File: src/rtl/lsq_pick_pkg.sv
package lsq_pick_pkg;
  typedef enum logic {
    BANK_EVEN = 1'b0,
    BANK_ODD  = 1'b1
  } bank_e;

  localparam int NUM_BANKS = 2;
endpackage

File: src/rtl/lsq_bank_steer.sv
module lsq_bank_steer
  import lsq_pick_pkg::*;
#(
  parameter int N_REQ    = 16,
  parameter int ADDR_W   = 32,
  parameter int BANK_BIT = 4
) (
  input  logic                          clk_i,
  input  logic                          rst_ni,
  input  logic [N_REQ-1:0]              req_valid_i,
  input  logic [N_REQ*ADDR_W-1:0]       req_addr_i,
  output logic [NUM_BANKS-1:0][N_REQ-1:0] bank_req_o
);
  logic unused_addr;
  assign unused_addr = ^req_addr_i;

  for (genvar i = 0; i < N_REQ; i++) begin : g_req
    logic sel;
    assign sel = req_addr_i[i*ADDR_W+BANK_BIT];
    assign bank_req_o[BANK_EVEN][i] = req_valid_i[i] & ~sel;
    assign bank_req_o[BANK_ODD][i]  = req_valid_i[i] &  sel;
  end


  bank_disjoint_chk: assert property (@(posedge clk_i) disable iff (!rst_ni)
    (bank_req_o[BANK_EVEN] & bank_req_o[BANK_ODD]) == '0);

  bank_cover_chk: assert property (@(posedge clk_i) disable iff (!rst_ni)
    (bank_req_o[BANK_EVEN] | bank_req_o[BANK_ODD]) == req_valid_i);
endmodule

File: src/rtl/lsq_multi_pick.sv
module lsq_multi_pick #(
  parameter int W = 32,
  parameter int P = 4
) (
  input  logic           clk_i,
  input  logic           rst_ni,
  input  logic [W-1:0]   req_i,
  output logic [P*W-1:0] gnt_o,
  output logic [P-1:0]   vld_o
);
  logic [P-1:0][W-1:0] rem;
  assign rem[0] = req_i;

  for (genvar p = 0; p < P; p++) begin : g_port
    logic [W-1:0] one;
    // isolate lowest set bit of what is left
    assign one = rem[p] & (~rem[p] + W'(1));
    assign gnt_o[p*W +: W] = one;
    assign vld_o[p] = |rem[p];
    if (p < P-1) begin : g_next
      assign rem[p+1] = rem[p] & ~one;
    end


    gnt_onehot_chk: assert property (@(posedge clk_i) disable iff (!rst_ni)
      $onehot0(gnt_o[p*W +: W]));

    gnt_subset_chk: assert property (@(posedge clk_i) disable iff (!rst_ni)
      (gnt_o[p*W +: W] & ~req_i) == '0);

    vld_gnt_chk: assert property (@(posedge clk_i) disable iff (!rst_ni)
      vld_o[p] == (gnt_o[p*W +: W] != '0));
    if (p > 0) begin : g_ord

      vld_fill_chk: assert property (@(posedge clk_i) disable iff (!rst_ni)
        vld_o[p] |-> vld_o[p-1]);

      gnt_rise_chk: assert property (@(posedge clk_i) disable iff (!rst_ni)
        vld_o[p] |-> (gnt_o[p*W +: W] > gnt_o[(p-1)*W +: W]));

      gnt_nodup_chk: assert property (@(posedge clk_i) disable iff (!rst_ni)
        (gnt_o[p*W +: W] & gnt_o[(p-1)*W +: W]) == '0);
    end
  end


  fill_all_chk: assert property (@(posedge clk_i) disable iff (!rst_ni)
    ($countones(req_i) >= P) |-> (vld_o == '1));
endmodule

File: src/rtl/lsq_bank_pick.sv
module lsq_bank_pick #(
  parameter int N_REQ = 16,
  parameter int P     = 4
) (
  input  logic             clk_i,
  input  logic             rst_ni,
  input  logic             demote_en_i,
  input  logic [N_REQ-1:0] req_i,
  input  logic [N_REQ-1:0] aligned_i,
  output logic [P*N_REQ-1:0] gnt_o,
  output logic [P-1:0]     vld_o
);
  localparam int W = 2 * N_REQ;

  logic [W-1:0]   prio;
  logic [P*W-1:0] wide_gnt;
  logic [N_REQ-1:0] any_gnt;

  // upper half holds the demoted class
  always_comb begin
    if (demote_en_i) prio = {req_i & ~aligned_i, req_i & aligned_i};
    else             prio = {{N_REQ{1'b0}}, req_i};
  end

  lsq_multi_pick #(.W(W), .P(P)) u_pick (
    .clk_i  (clk_i),
    .rst_ni (rst_ni),
    .req_i  (prio),
    .gnt_o  (wide_gnt),
    .vld_o  (vld_o)
  );

  for (genvar p = 0; p < P; p++) begin : g_fold
    assign gnt_o[p*N_REQ +: N_REQ] = wide_gnt[p*W +: N_REQ] | wide_gnt[p*W+N_REQ +: N_REQ];
  end

  always_comb begin
    any_gnt = '0;
    for (int p = 0; p < P; p++) any_gnt |= gnt_o[p*N_REQ +: N_REQ];
  end


  demote_order_chk: assert property (@(posedge clk_i) disable iff (!rst_ni)
    (demote_en_i && ((any_gnt & ~aligned_i) != '0)) |->
      ((req_i & aligned_i & ~any_gnt) == '0));

  fold_subset_chk: assert property (@(posedge clk_i) disable iff (!rst_ni)
    (any_gnt & ~req_i) == '0);
endmodule

File: src/rtl/lsq_out_stage.sv
module lsq_out_stage #(
  parameter int W       = 136,
  parameter bit OUT_REG = 1'b1
) (
  input  logic         clk_i,
  input  logic         rst_ni,
  input  logic [W-1:0] d_i,
  output logic [W-1:0] q_o
);
  if (OUT_REG) begin : g_reg
    always_ff @(posedge clk_i or negedge rst_ni) begin
      if (!rst_ni) q_o <= '0;
      else         q_o <= d_i;
    end

    reg_track_chk: assert property (@(posedge clk_i) disable iff (!rst_ni)
      $past(rst_ni) |-> (q_o == $past(d_i)));
  end else begin : g_comb
    logic unused_clk;
    assign unused_clk = clk_i ^ rst_ni;
    assign q_o = d_i;
  end
endmodule

File: src/rtl/lsq_bank_picker.sv
module lsq_bank_picker
  import lsq_pick_pkg::*;
#(
  parameter int N_REQ    = 16,
  parameter int ADDR_W   = 32,
  parameter int BANK_BIT = 4,
  parameter int N_PORTS  = 4,
  parameter bit OUT_REG  = 1'b1
) (
  input  logic                      clk_i,
  input  logic                      rst_ni,
  input  logic                      demote_en_i,
  input  logic [N_REQ-1:0]          req_valid_i,
  input  logic [N_REQ*ADDR_W-1:0]   req_addr_i,
  input  logic [N_REQ-1:0]          req_aligned_i,
  output logic [N_PORTS*N_REQ-1:0]  even_gnt_o,
  output logic [N_PORTS-1:0]        even_vld_o,
  output logic [N_PORTS*N_REQ-1:0]  odd_gnt_o,
  output logic [N_PORTS-1:0]        odd_vld_o
);
  localparam int GW    = N_PORTS * N_REQ;
  localparam int BW    = GW + N_PORTS;
  localparam int OUT_W = NUM_BANKS * BW;

  logic [NUM_BANKS-1:0][N_REQ-1:0] bank_req;
  logic [NUM_BANKS-1:0][GW-1:0]    gnt;
  logic [NUM_BANKS-1:0][N_PORTS-1:0] vld;
  logic [OUT_W-1:0] comb_out, reg_out;

  lsq_bank_steer #(.N_REQ(N_REQ), .ADDR_W(ADDR_W), .BANK_BIT(BANK_BIT)) u_steer (
    .clk_i       (clk_i),
    .rst_ni      (rst_ni),
    .req_valid_i (req_valid_i),
    .req_addr_i  (req_addr_i),
    .bank_req_o  (bank_req)
  );

  for (genvar b = 0; b < NUM_BANKS; b++) begin : g_bank
    lsq_bank_pick #(.N_REQ(N_REQ), .P(N_PORTS)) u_bank (
      .clk_i       (clk_i),
      .rst_ni      (rst_ni),
      .demote_en_i (demote_en_i),
      .req_i       (bank_req[b]),
      .aligned_i   (req_aligned_i),
      .gnt_o       (gnt[b]),
      .vld_o       (vld[b])
    );
    assign comb_out[b*BW +: BW] = {vld[b], gnt[b]};
  end

  lsq_out_stage #(.W(OUT_W), .OUT_REG(OUT_REG)) u_out (
    .clk_i  (clk_i),
    .rst_ni (rst_ni),
    .d_i    (comb_out),
    .q_o    (reg_out)
  );

  assign {even_vld_o, even_gnt_o} = reg_out[BANK_EVEN*BW +: BW];
  assign {odd_vld_o,  odd_gnt_o}  = reg_out[BANK_ODD*BW  +: BW];
endmodule

File: config.mk
export PLATFORM = sky130hd
export DESIGN_NAME = lsq_bank_picker
export DESIGN_NICKNAME = d
export VERILOG_FILES = /design/src/rtl/lsq_pick_pkg.sv /design/src/rtl/lsq_bank_steer.sv /design/src/rtl/lsq_multi_pick.sv /design/src/rtl/lsq_bank_pick.sv /design/src/rtl/lsq_out_stage.sv /design/src/rtl/lsq_bank_picker.sv
export SDC_FILE = /design/constraint.sdc
export NUM_CORES = 1
export LEC_CHECK = 0
export ABC_CLOCK_PERIOD_IN_PS = 800
export BUFFER_PORTS_ARGS = -buffer_cell sky130_fd_sc_hd__buf_4
export CORE_AREA = 10 10 260 262
export CTS_BUF_LIST = sky130_fd_sc_hd__clkbuf_4
export DETAILED_ROUTE_END_ITERATION = 7
export DIE_AREA = 0 0 270 272
export HOLD_SLACK_MARGIN = 0.12
export PLACE_DENSITY = 0.43
export SETUP_SLACK_MARGIN = 0.4
export SKIP_CTS_REPAIR_TIMING = 1
export SYNTH_ARGS = -nofsm -noshare
export SYNTH_HDL_FRONTEND = slang
export SYNTH_HIERARCHICAL = 1
export SYNTH_SLANG_ARGS = --single-unit
File: constraint.sdc
create_clock -name clk_i -period 0.8 [get_ports clk_i]
set_clock_uncertainty 0.2 [all_clocks]
set_input_delay 0.12 -clock clk_i [delete_from_list [all_inputs] [get_ports clk_i]]
set_output_delay 0.12 -clock clk_i [all_outputs]
set_load 0.01 [all_outputs]
==> metrics.md, run 1 <==
| Metric | Value |
|---|---|
| CP arrival | 4.11 ns |
| Final Cycle Share | 464% |
| Filler cell count | 6481 |
| Buffers on Ports | 186 |
| Final setup vio count | 272 |
| IO Pins | 683 |
| Synth Flop Type | dfrtp_1 |
| H-tree depth | 4 |
| CP Cell Sequence | buf_6 -> nor2b_4 -> a21boi_4 -> maj3_2 -> or3_4 -> a221o_2 -> or4_4 -> a31o_4 -> a211oi_4 -> buf_6 -> nor4b_4 -> buf_6 -> buf_12 -> xnor2_2 -> nor3_1 -> o311a_1 -> or2_4 |
| Root buffer cell | clkbuf_4 |
| Fraction of registers with async set or reset after synthesis | 100% |
| Hold Crit Class | in2async |
| Max reg flops | 136 |
| Max-Slew Margin vs Limit | 65.6% |
| Clock power frac | 18.1% |
| Largest reg by FF count | u_out/q_o |
| Post-synthesis xor/xnor area fraction | 1.95% |
| Max stage delay cell, worst path | or4_4 |
| Pwr Total | 0.0275 W |
| Ratio of cells with drive above 1 in the final layout | 59.5% |
| Max-slew violation count | 0 |
| DP Worst Slack | -4.01 ns |
| Sw frac | 37.3% |
| Dpl hpwl | 48800 um |
| Logic gate share of total power | 54.6% |
| Max VDD drop | 0.00105 V |
| Vias post-DR | 14.7k |
| Largest family of logic cells by synthesized area | simple AND/OR/NAND/NOR gates |
| Fin nets | 2904 |
| Required time worst endpoint | 1.20 ns |
| Initial antenna violation count | 5 |
| Critical path class | in2reg |
| PD cells | 1190 nW/um2 |
| Area Overhead vs Synth | 97.6% |
| Largest cells by area after synthesis | dfrtp_1 29%, or2_2 7.4%, nor2_1 5.3% |
| Outcome | finished, violations left |
| Lkg Pwr | 10.6 nW |
| DRC | 0 |
| DRT antenna net count | 0 |
| Yosys cell types | 79 |
| Rows | 92 |
| CP dominant cell by count | buf_6 |
| Final hold vios | 146 |
| Clock tree buffer depth | 2 |
| DR vias/cell | 4.56 |
| Reg power frac | 27.4% |
| Post-Synth Simple-Gate Area | 40.1% |
| Mux contribution to synthesized area | 0.365% |
| CP max stage delay | 0.64 ns |
| NetSw | 0.0102 W |
| Max Fanout on Critical Path | 5 |
| Most frequent cells in the layout | 594 x buf_4, 268 x buf_6, 136 x dfrtp_1 |
| Total GRT Usage | 15.2% |
| Crit end category | flop |
| First-pass GRT wire length | 85400 um |
| Core area | 62500 um2 |
| TritonCTS clock tree | built |
| Initial Util | 18.7% |
| Sequential area share after synthesis | 29.2% |
| Die Width | 270 um |
| Avg Cell Area, Syn | 7.51 um2 |
| Initial DRC Count | 783 |
| Final instance area | 23100 um2 |
| Avg WL per Cell | 18.8 um |
| TritonCTS Buffers | 17 |
| CP startpoint kind | input pin |
| CTS clk-pin slew, worst paths | 0.14 ns |
| Synthesized instance count | 1554 |
| Number of synthesized flops with an enable pin | 0 |
| Synth Warn # | 6 |
| Setup TNS | -373.08 ns |
| Die Span Y | 272 um |
| Failing checks | hold timing, setup timing |
| Number of max-cap violations | 0 |
| Synth top area share | 29.2% |
| Cell internal pwr | 0.0172 W |
| Post-synthesis sequential element count | 136 |
| Vias in the first global route | 14.1k |
| Compound-Gate Fraction of Synth Area | 20.7% |
| Most common cell after layout, fill and taps aside | buf_4 |
| Largest regs | u_out/q_o (136) |
| Total grt overflow | 0 |
| RSZ-0062 raised after global routing | true |
| Final setup margin | -2.91 ns |
| Routed wire length | 60500 um |
| Worst-Margin Slew | 0.512 ns |
| Die area | 73400 um2 |
| Mapped cell area | 11700 um2 |
| Num Clock Sinks | 136 |
| Synth Area in Adders | 1.22% |
| 1st-pass router iterations | 5 |
| Final period demand of the worst path | 3.71 ns |
| Placer Congestion | 0.921 |
| DP Area | 18800 um2 |
| Hold Slack | -0.920 ns |
| Peak Freq | 0.270 GHz |
| Largest net degree at the start of global routing | 29 |
| Cell taking the most area after synthesis | dfrtp_1 |
## critical path: cells and delay by family
kind	cells	cell delay, ns
AOI/OAI and AO/OA	5	1.39
xor gates and xnor gates	1	0.10
adders and majority gates	1	0.33
buffers and inverters	4	0.50
and+or+nand+nor	6	1.64
## power groups by stage
stage	logic (W)	registers, W	clock network (W)
after floorplan	0.00544	0.00776	0
after global placement	0.0112	0.00760	0
after detailed placement	0.0113	0.00759	0
after CTS	0.0113	0.00746	0.00533
after global routing	0.0160	0.00758	0.00563
final	0.0150	0.00752	0.00496
## layout make-up
class | count | area [um2] | area share, %
diodes | 5 | 12.5 | 0.0543
clock buffers | 18 | 135 | 0.586
clock inverters | 13 | 155 | 0.673
inverters | 60 | 225 | 0.977
multi-input cells | 1256 | 10100 | 43.9
flip-flops and latches | 136 | 3400 | 14.8
well taps | 846 | 1060 | 4.59
repair buffers | 886 | 7960 | 34.5
## cells in the mapped netlist, drive strengths merged (6+ instances only)
| library cell | instances |
|---|---|
| or3 | 10 |
| a31oi | 16 |
| xor2 | 8 |
| nor2 | 164 |
| or4 | 24 |
| inv | 60 |
| xnor2 | 18 |
| nand2b | 12 |
| dfrtp | 136 |
| nand4 | 12 |
| nor3 | 102 |
| and4 | 8 |
| maj3 | 14 |
| nor3b | 28 |
| a21oi | 68 |
| and3 | 66 |
| clkbuf | 70 |
| nand2 | 120 |
| nor4 | 46 |
| o41ai | 10 |
| nand3 | 36 |
| buf | 42 |
| nor2b | 28 |
| o21ai | 74 |
| o21a | 20 |
| and2 | 50 |
| a31o | 6 |
| a21boi | 38 |
| a22oi | 6 |
| or2 | 138 |
| a211oi | 16 |
| o31ai | 12 |
| a221oi | 8 |
| a21o | 6 |
| o22ai | 10 |
## how the worst max path moves through the flow
stage / start / end / slack (ns) / depth (start not counted)
after floorplan: req_valid_i[9] / u_out/q_o[63]$_DFF_PN0_ / -3.79 / 18
after global placement: req_addr_i[68] / u_out/q_o[131]$_DFF_PN0_ / -3.97 / 16
after detailed placement: req_addr_i[68] / u_out/q_o[126]$_DFF_PN0_ / -4.01 / 16
after CTS: req_addr_i[68] / u_out/q_o[126]$_DFF_PN0_ / -3.15 / 16
after global routing: req_valid_i[0] / u_out/q_o[130]$_DFF_PN0_ / -2.88 / 16
final: req_valid_i[4] / u_out/q_o[58]$_DFF_PN0_ / -2.91 / 17
## per-layer routing
metal / part of all wire (%) / global-route usage [%] / up-vias
li1: - / - / 7155
met1: 43 / 18.8 / 7134
met2: 51 / 26.3 / 341
met3: 3.9 / 3.03 / 61
met4: 2.2 / 4.78 / 0
met5: 0 / 0 / -
## logic make-up (layout without fill, tap and decap cells)
| family | after synthesis | in the layout |
|---|---|---|
| AOI/OAI and AO/OA | 342 | 342 |
| xor gates and xnor gates | 26 | 26 |
| adders and majority gates | 14 | 14 |
| buffers and inverters | 172 | 977 |
| DFF | 136 | 136 |
| muxes | 4 | 4 |
| other | 2 | 17 |
| and+or+nand+nor | 858 | 858 |
## metrics by stage
| stage | utilization [%] | instances |
|---|---|---|
| 6_report | 36.9 | 3220 |
| 3_5_place_dp | 30.1 | 3078 |
| 2_1_floorplan | - | 1564 |
| 4_1_cts | 30.5 | 3109 |
| 3_3_place_gp | 30.1 | 3078 |
| 5_1_grt | 36.9 | 3217 |
(Power assumes the default switching activity.)
==> inputs of run 2 (changes only) <==
--- a/config.mk
+++ b/config.mk
@@ -7,12 +7,13 @@
 export LEC_CHECK = 0
 export ABC_CLOCK_PERIOD_IN_PS = 800
 export BUFFER_PORTS_ARGS = -buffer_cell sky130_fd_sc_hd__buf_4
-export CORE_AREA = 10 10 260 262
+export CORE_AREA = 2 2 267 269
 export CTS_BUF_LIST = sky130_fd_sc_hd__clkbuf_4
 export DETAILED_ROUTE_END_ITERATION = 7
-export DIE_AREA = 0 0 270 272
+export DIE_AREA = 0 0 269 271
 export HOLD_SLACK_MARGIN = 0.12
-export PLACE_DENSITY = 0.43
+export PLACE_DENSITY = 0.4
+export RECOVER_POWER = 50
 export SETUP_SLACK_MARGIN = 0.4
 export SKIP_CTS_REPAIR_TIMING = 1
 export SYNTH_ARGS = -nofsm -noshare
==> metrics.md, run 2 (synthesis gave the netlist of run 1 again) <==
| Metric | Value |
|---|---|
| DRC | 0 |
| TritonCTS clock tree | built |
| CTS clk-pin slew, worst paths | 0.11 ns |
| CP endpoint | u_out/q_o[130]$_DFF_PN0_ |
| Initial antenna violation count | 5 |
| CP Launch Point | req_valid_i[10] |
| Most frequent cells in the layout | 706 x buf_4, 157 x buf_6, 136 x dfrtp_1 |
| Largest net degree at the start of global routing | 27 |
| Die Width | 269 um |
| Max Fanout on Critical Path | 7 |
| Initial DRC Count | 734 |
| Required time worst endpoint | 1.20 ns |
| Crit end category | flop |
| Max reg flops | 136 |
| Fin nets | 2912 |
| Rows | 97 |
| Hold Crit Class | in2async |
| Root buffer cell | clkbuf_4 |
| Hold Slack | -0.437 ns |
| Final period demand of the worst path | 3.80 ns |
| RSZ-0062 raised after global routing | true |
| Vias in the first global route | 13.8k |
| Num Clock Sinks | 136 |
| PD cells | 1210 nW/um2 |
| Worst-Margin Slew | 1.31 ns |
| Total grt overflow | 0 |
| Filler cell count | 7374 |
| H-tree depth | 4 |
| Placer Congestion | 0.888 |
| Die area | 72900 um2 |
| DRT antenna net count | 0 |
| Final setup vio count | 281 |
| Max-slew violation count | 0 |
| Clock tree buffer depth | 2 |
| IO Pins | 683 |
| CP startpoint kind | input pin |
| Initial Util | 16.7% |
| Total GRT Usage | 15.7% |
| Largest reg by FF count | u_out/q_o |
| Final setup margin | -3.00 ns |
| TritonCTS Buffers | 17 |
| Core area | 69800 um2 |
| Setup TNS | -381.91 ns |
| First-pass GRT wire length | 84500 um |
| Peak Freq | 0.263 GHz |
| Lkg Pwr | 10.5 nW |
| Die Span Y | 271 um |
| Vias post-DR | 14.7k |
| Buffers on Ports | 186 |
| Pwr Total | 0.0278 W |
| Dpl hpwl | 49200 um |
| Max-Slew Margin vs Limit | 12.9% |
| Outcome | finished, violations left |
| Area Overhead vs Synth | 96.0% |
| Max VDD drop | 0.000955 V |
| Failing checks | hold timing, setup timing |
| Ratio of cells with drive above 1 in the final layout | 59.7% |
| Routed wire length | 60800 um |
| Final hold vios | 36 |
| Number of max-cap violations | 0 |
| 1st-pass router iterations | 5 |
| DR vias/cell | 4.41 |
| Most common cell after layout, fill and taps aside | buf_4 |
| Avg WL per Cell | 18.3 um |
| Critical path class | in2reg |
| Largest regs | u_out/q_o (136) |
| Final Cycle Share | 475% |
| CP arrival | 4.20 ns |
run 2: changes by cell type in the layout (fill, tap and decap cells not counted), moves of 6 or more:
| cell | change |
|---|---|
| or4_4 | -6 |
| or4_1 | +6 |
| buf_6 | -111 |
| nor3_2 | -6 |
| buf_4 | +112 |
run 2: cell type report:
cell class / count / area (um2) / share of cell area [%]
multi-input combinational: 1256 / 10100 / 44.3
tap: 940 / 1180 / 5.14
sequential: 136 / 3400 / 14.9
inverter: 60 / 225 / 0.985
antenna: 8 / 20.0 / 0.0875
clock buffer: 19 / 143 / 0.624
timing repair buffer: 894 / 7580 / 33.1
clock inverter: 11 / 180 / 0.788
run 2: worst max-delay path: stages:
cell	delay, ns
buf_6	0.09
and2_4	0.17
a21boi_2	0.16
buf_6	0.12
or4_4	0.55
or4_4	0.57
buf_12	0.15
o21ai_4	0.16
and4_4	0.26
nand4_4	0.08
buf_6	0.15
o41ai_1	0.42
buf_4	0.20
o21ba_2	0.13
buf_4	0.16
nand3_1	0.13
a31oi_1	0.23
nor3b_2	0.07
or2_4	0.25
run 2: per-layer routing:
metal	vias up	part of all wire, %	track usage [%]
met3	58	3.8	2.74
met4	0	1.4	3.85
met1	7104	44	20.3
met2	340	51	26.7
met5	-	0	0
li1	7162	-	-
run 2: per-stage QoR:
step                cell area, um2  worst slack [ns]  utilization, %  cells
floorplan                    12500             -3.79               -   1564
global placement             19000             -4.09            27.2   3181
detailed placement           19000             -4.12            27.2   3181
CTS                          19300             -3.28            27.7   3211
global route                 22900             -3.00            32.8   3323
finish                       22900             -3.00            32.8   3324
run 2: report_power, final:
| part | internal, W | switching, W | leakage [nW] | total, W |
|---|---|---|---|---|
| Sequential | 0.00728 | 0.000161 | 1.81 | 0.00744 |
| Combinational | 0.00761 | 0.00730 | 8.53 | 0.0149 |
| Clock | 0.00279 | 0.00261 | 0.173 | 0.00540 |
| Total | 0.0177 | 0.0101 | 10.5 | 0.0278 |
run 2: worst min path at each step:
stage	slack, ns	cells past startpoint	start	endpoint
floorplan	-0.38	0	rst_ni	u_out/q_o[0]$_DFF_PN0_
global placement	-0.15	2	rst_ni	u_out/q_o[63]$_DFF_PN0_
detailed placement	-0.15	2	rst_ni	u_out/q_o[63]$_DFF_PN0_
CTS	-1.02	2	rst_ni	u_out/q_o[32]$_DFF_PN0_
global route	-0.45	2	rst_ni	u_out/q_o[61]$_DFF_PN0_
finish	-0.44	2	rst_ni	u_out/q_o[61]$_DFF_PN0_
==> inputs of run 3 (changes only) <==
--- a/config.mk
+++ b/config.mk
@@ -7,12 +7,15 @@
 export LEC_CHECK = 0
 export ABC_CLOCK_PERIOD_IN_PS = 800
 export BUFFER_PORTS_ARGS = -buffer_cell sky130_fd_sc_hd__buf_4
-export CORE_AREA = 2 2 267 269
+export CELL_PAD_IN_SITES_DETAIL_PLACEMENT = 1
+export CELL_PAD_IN_SITES_GLOBAL_PLACEMENT = 1
+export CORE_AREA = 2 2 264 266
 export CTS_BUF_LIST = sky130_fd_sc_hd__clkbuf_4
+export CTS_CLUSTER_SIZE = 24
 export DETAILED_ROUTE_END_ITERATION = 7
-export DIE_AREA = 0 0 269 271
+export DIE_AREA = 0 0 266 268
 export HOLD_SLACK_MARGIN = 0.12
-export PLACE_DENSITY = 0.4
+export PLACE_DENSITY = 0.53
 export RECOVER_POWER = 50
 export SETUP_SLACK_MARGIN = 0.4
 export SKIP_CTS_REPAIR_TIMING = 1
==> metrics.md, run 3 (synthesis gave the netlist of run 1 again) <==
| Metric | Value |
|---|---|
| Outcome | finished, violations left |
| Failing checks | hold timing, setup timing |
| 1st-pass router iterations | 4 |
| Max reg flops | 136 |
| Most common cell after layout, fill and taps aside | buf_4 |
| Max VDD drop | 0.00105 V |
| Final Cycle Share | 478% |
| Number of max-cap violations | 0 |
| Largest regs | u_out/q_o (136) |
| Core area | 68200 um2 |
| Register area | 3400 um2 |
| Area of the multi-input gates | 10400 um2 |
| TritonCTS clock tree | built |
| IO Pins | 683 |
| Vias in the first global route | 15.3k |
| CP max stage delay | 0.57 ns |
| DRC | 0 |
| Final setup margin | -3.02 ns |
| Max Fanout on Critical Path | 6 |
| Clock tree buffer depth | 2 |
| DRT antenna net count | 0 |
| Dpl hpwl | 51500 um |
| Avg WL per Cell | 19.9 um |
| Die Span Y | 268 um |
| Final hold vios | 40 |
| Max stage delay cell, worst path | or4b_4 |
| CP arrival | 4.31 ns |
| DR vias/cell | 4.57 |
| M2 GR Usage | 30.0% |
| Setup TNS | -385.55 ns |
| Total GRT Usage | 17.0% |
| Required time worst endpoint | 1.29 ns |
| Hold Slack | -0.539 ns |
| Initial Util | 17.1% |
| Area Overhead vs Synth | 101% |
| Initial DRC Count | 673 |
| Met1 Use GR | 21.5% |
| Total grt overflow | 0 |
| Critical path class | in2reg |
| Met3 usage in global routing | 2.71% |
| Final setup vio count | 272 |
| CP startpoint kind | input pin |
| Hold Crit Class | in2async |
| Layout Utilization | 34.4% |
| PD cells | 1200 nW/um2 |
| Num Clock Sinks | 136 |
| Final period demand of the worst path | 3.82 ns |
| CP dominant cell by count | buf_6 |
| Crit end category | flop |
| Fin nets | 2920 |
| CP Cell Sequence | buf_6 -> and2_4 -> a21boi_4 -> buf_6 -> maj3_2 -> or3_4 -> a221o_1 -> buf_4 -> nor4_2 -> buf_4 -> nand4_4 -> maj3_2 -> or4b_4 -> buf_6 -> nor2_1 -> a211oi_2 -> and4bb_1 -> or2_4 |
| Die Width | 266 um |
| H-tree depth | 4 |
| Placer Congestion | 0.904 |
| Grt peak-use layer | met2 |
| Root buffer cell | clkbuf_4 |
| Largest net degree at the start of global routing | 29 |
| Buffers on Ports | 186 |
| First-pass GRT wire length | 91500 um |
| RSZ-0062 raised after global routing | true |
| Worst-Margin Slew | 1.20 ns |
| Max-slew violation count | 0 |
| Ratio of cells with drive above 1 in the final layout | 60.1% |
| Most frequent cells in the layout | 608 x buf_4, 255 x buf_6, 136 x dfrtp_1 |
| Initial antenna violation count | 5 |
| Largest reg by FF count | u_out/q_o |
| CTS clk-pin slew, worst paths | 0.13 ns |
| Filler cell count | 7922 |
| CP Launch Point | req_valid_i[2] |
| TritonCTS Buffers | 17 |
| Die area | 71300 um2 |
| Peak Freq | 0.261 GHz |
| Rows | 96 |
| Max-Slew Margin vs Limit | 20.2% |
| Lkg Pwr | 10.7 nW |
| Routed wire length | 65100 um |
| Vias post-DR | 14.9k |
run 3: cell types whose count changed in the layout (fill, tap and decap cells not counted), sizes merged:
cell,change
clkinv,+5
dlymetal6s2s,+1
buf,-3
inv,+1
clkbuf,+8
bufinv,-2
diode,-5
run 3: critical path, delay by kind of cell:
kind	cells	cell delay, ns
adders and majority gates	2	0.69
and+or+nand+nor	8	2.05
AOI/OAI and AO/OA	3	0.66
buffers and inverters	5	0.77
run 3: worst max path at each step:
stage / slack, ns / endpoint
after floorplan: -3.79 / u_out/q_o[63]$_DFF_PN0_
after global placement: -4.00 / u_out/q_o[63]$_DFF_PN0_
after detailed placement: -4.01 / u_out/q_o[58]$_DFF_PN0_
after CTS: -3.16 / u_out/q_o[58]$_DFF_PN0_
after global routing: -3.07 / u_out/q_o[131]$_DFF_PN0_
final: -3.02 / u_out/q_o[131]$_DFF_PN0_
run 3: cell type report:
cell class	instances	area share, %
timing repair buffer	902	34.1
clock inverter	15	0.677
tap	882	4.71
antenna	3	0.0320
sequential	136	14.5
inverter	60	0.960
multi-input combinational	1256	44.5
clock buffer	17	0.544
run 3: stage by stage:
| stage | power [W] | area, um2 | setup WS (ns) | hold slack [ns] | instances |
|---|---|---|---|---|---|
| after floorplan | 0.0132 | 12500 | -3.79 | -0.376 | 1564 |
| after global placement | 0.0190 | 19000 | -4.00 | -0.150 | 3138 |
| after detailed placement | 0.0192 | 19000 | -4.01 | -0.149 | 3138 |
| after CTS | 0.0245 | 19300 | -3.16 | -1.05 | 3170 |
| after global routing | 0.0297 | 23500 | -3.07 | -0.562 | 3270 |
| final | 0.0281 | 23500 | -3.02 | -0.539 | 3271 |
run 3: power breakdown:
group	switching, W	leakage [nW]	internal (W)
combinational	0.00765	8.74	0.00784
sequential	0.000231	1.81	0.00729
clock	0.00295	0.155	0.00211
total	0.0108	10.7	0.0172
run 3: layer usage:
layer | vias to the layer above | routed length [um]
met3 | 70 | 1840
li1 | 7185 | -
met2 | 255 | 33200
met1 | 7428 | 28500
met5 | - | 0
met4 | 0 | 1480
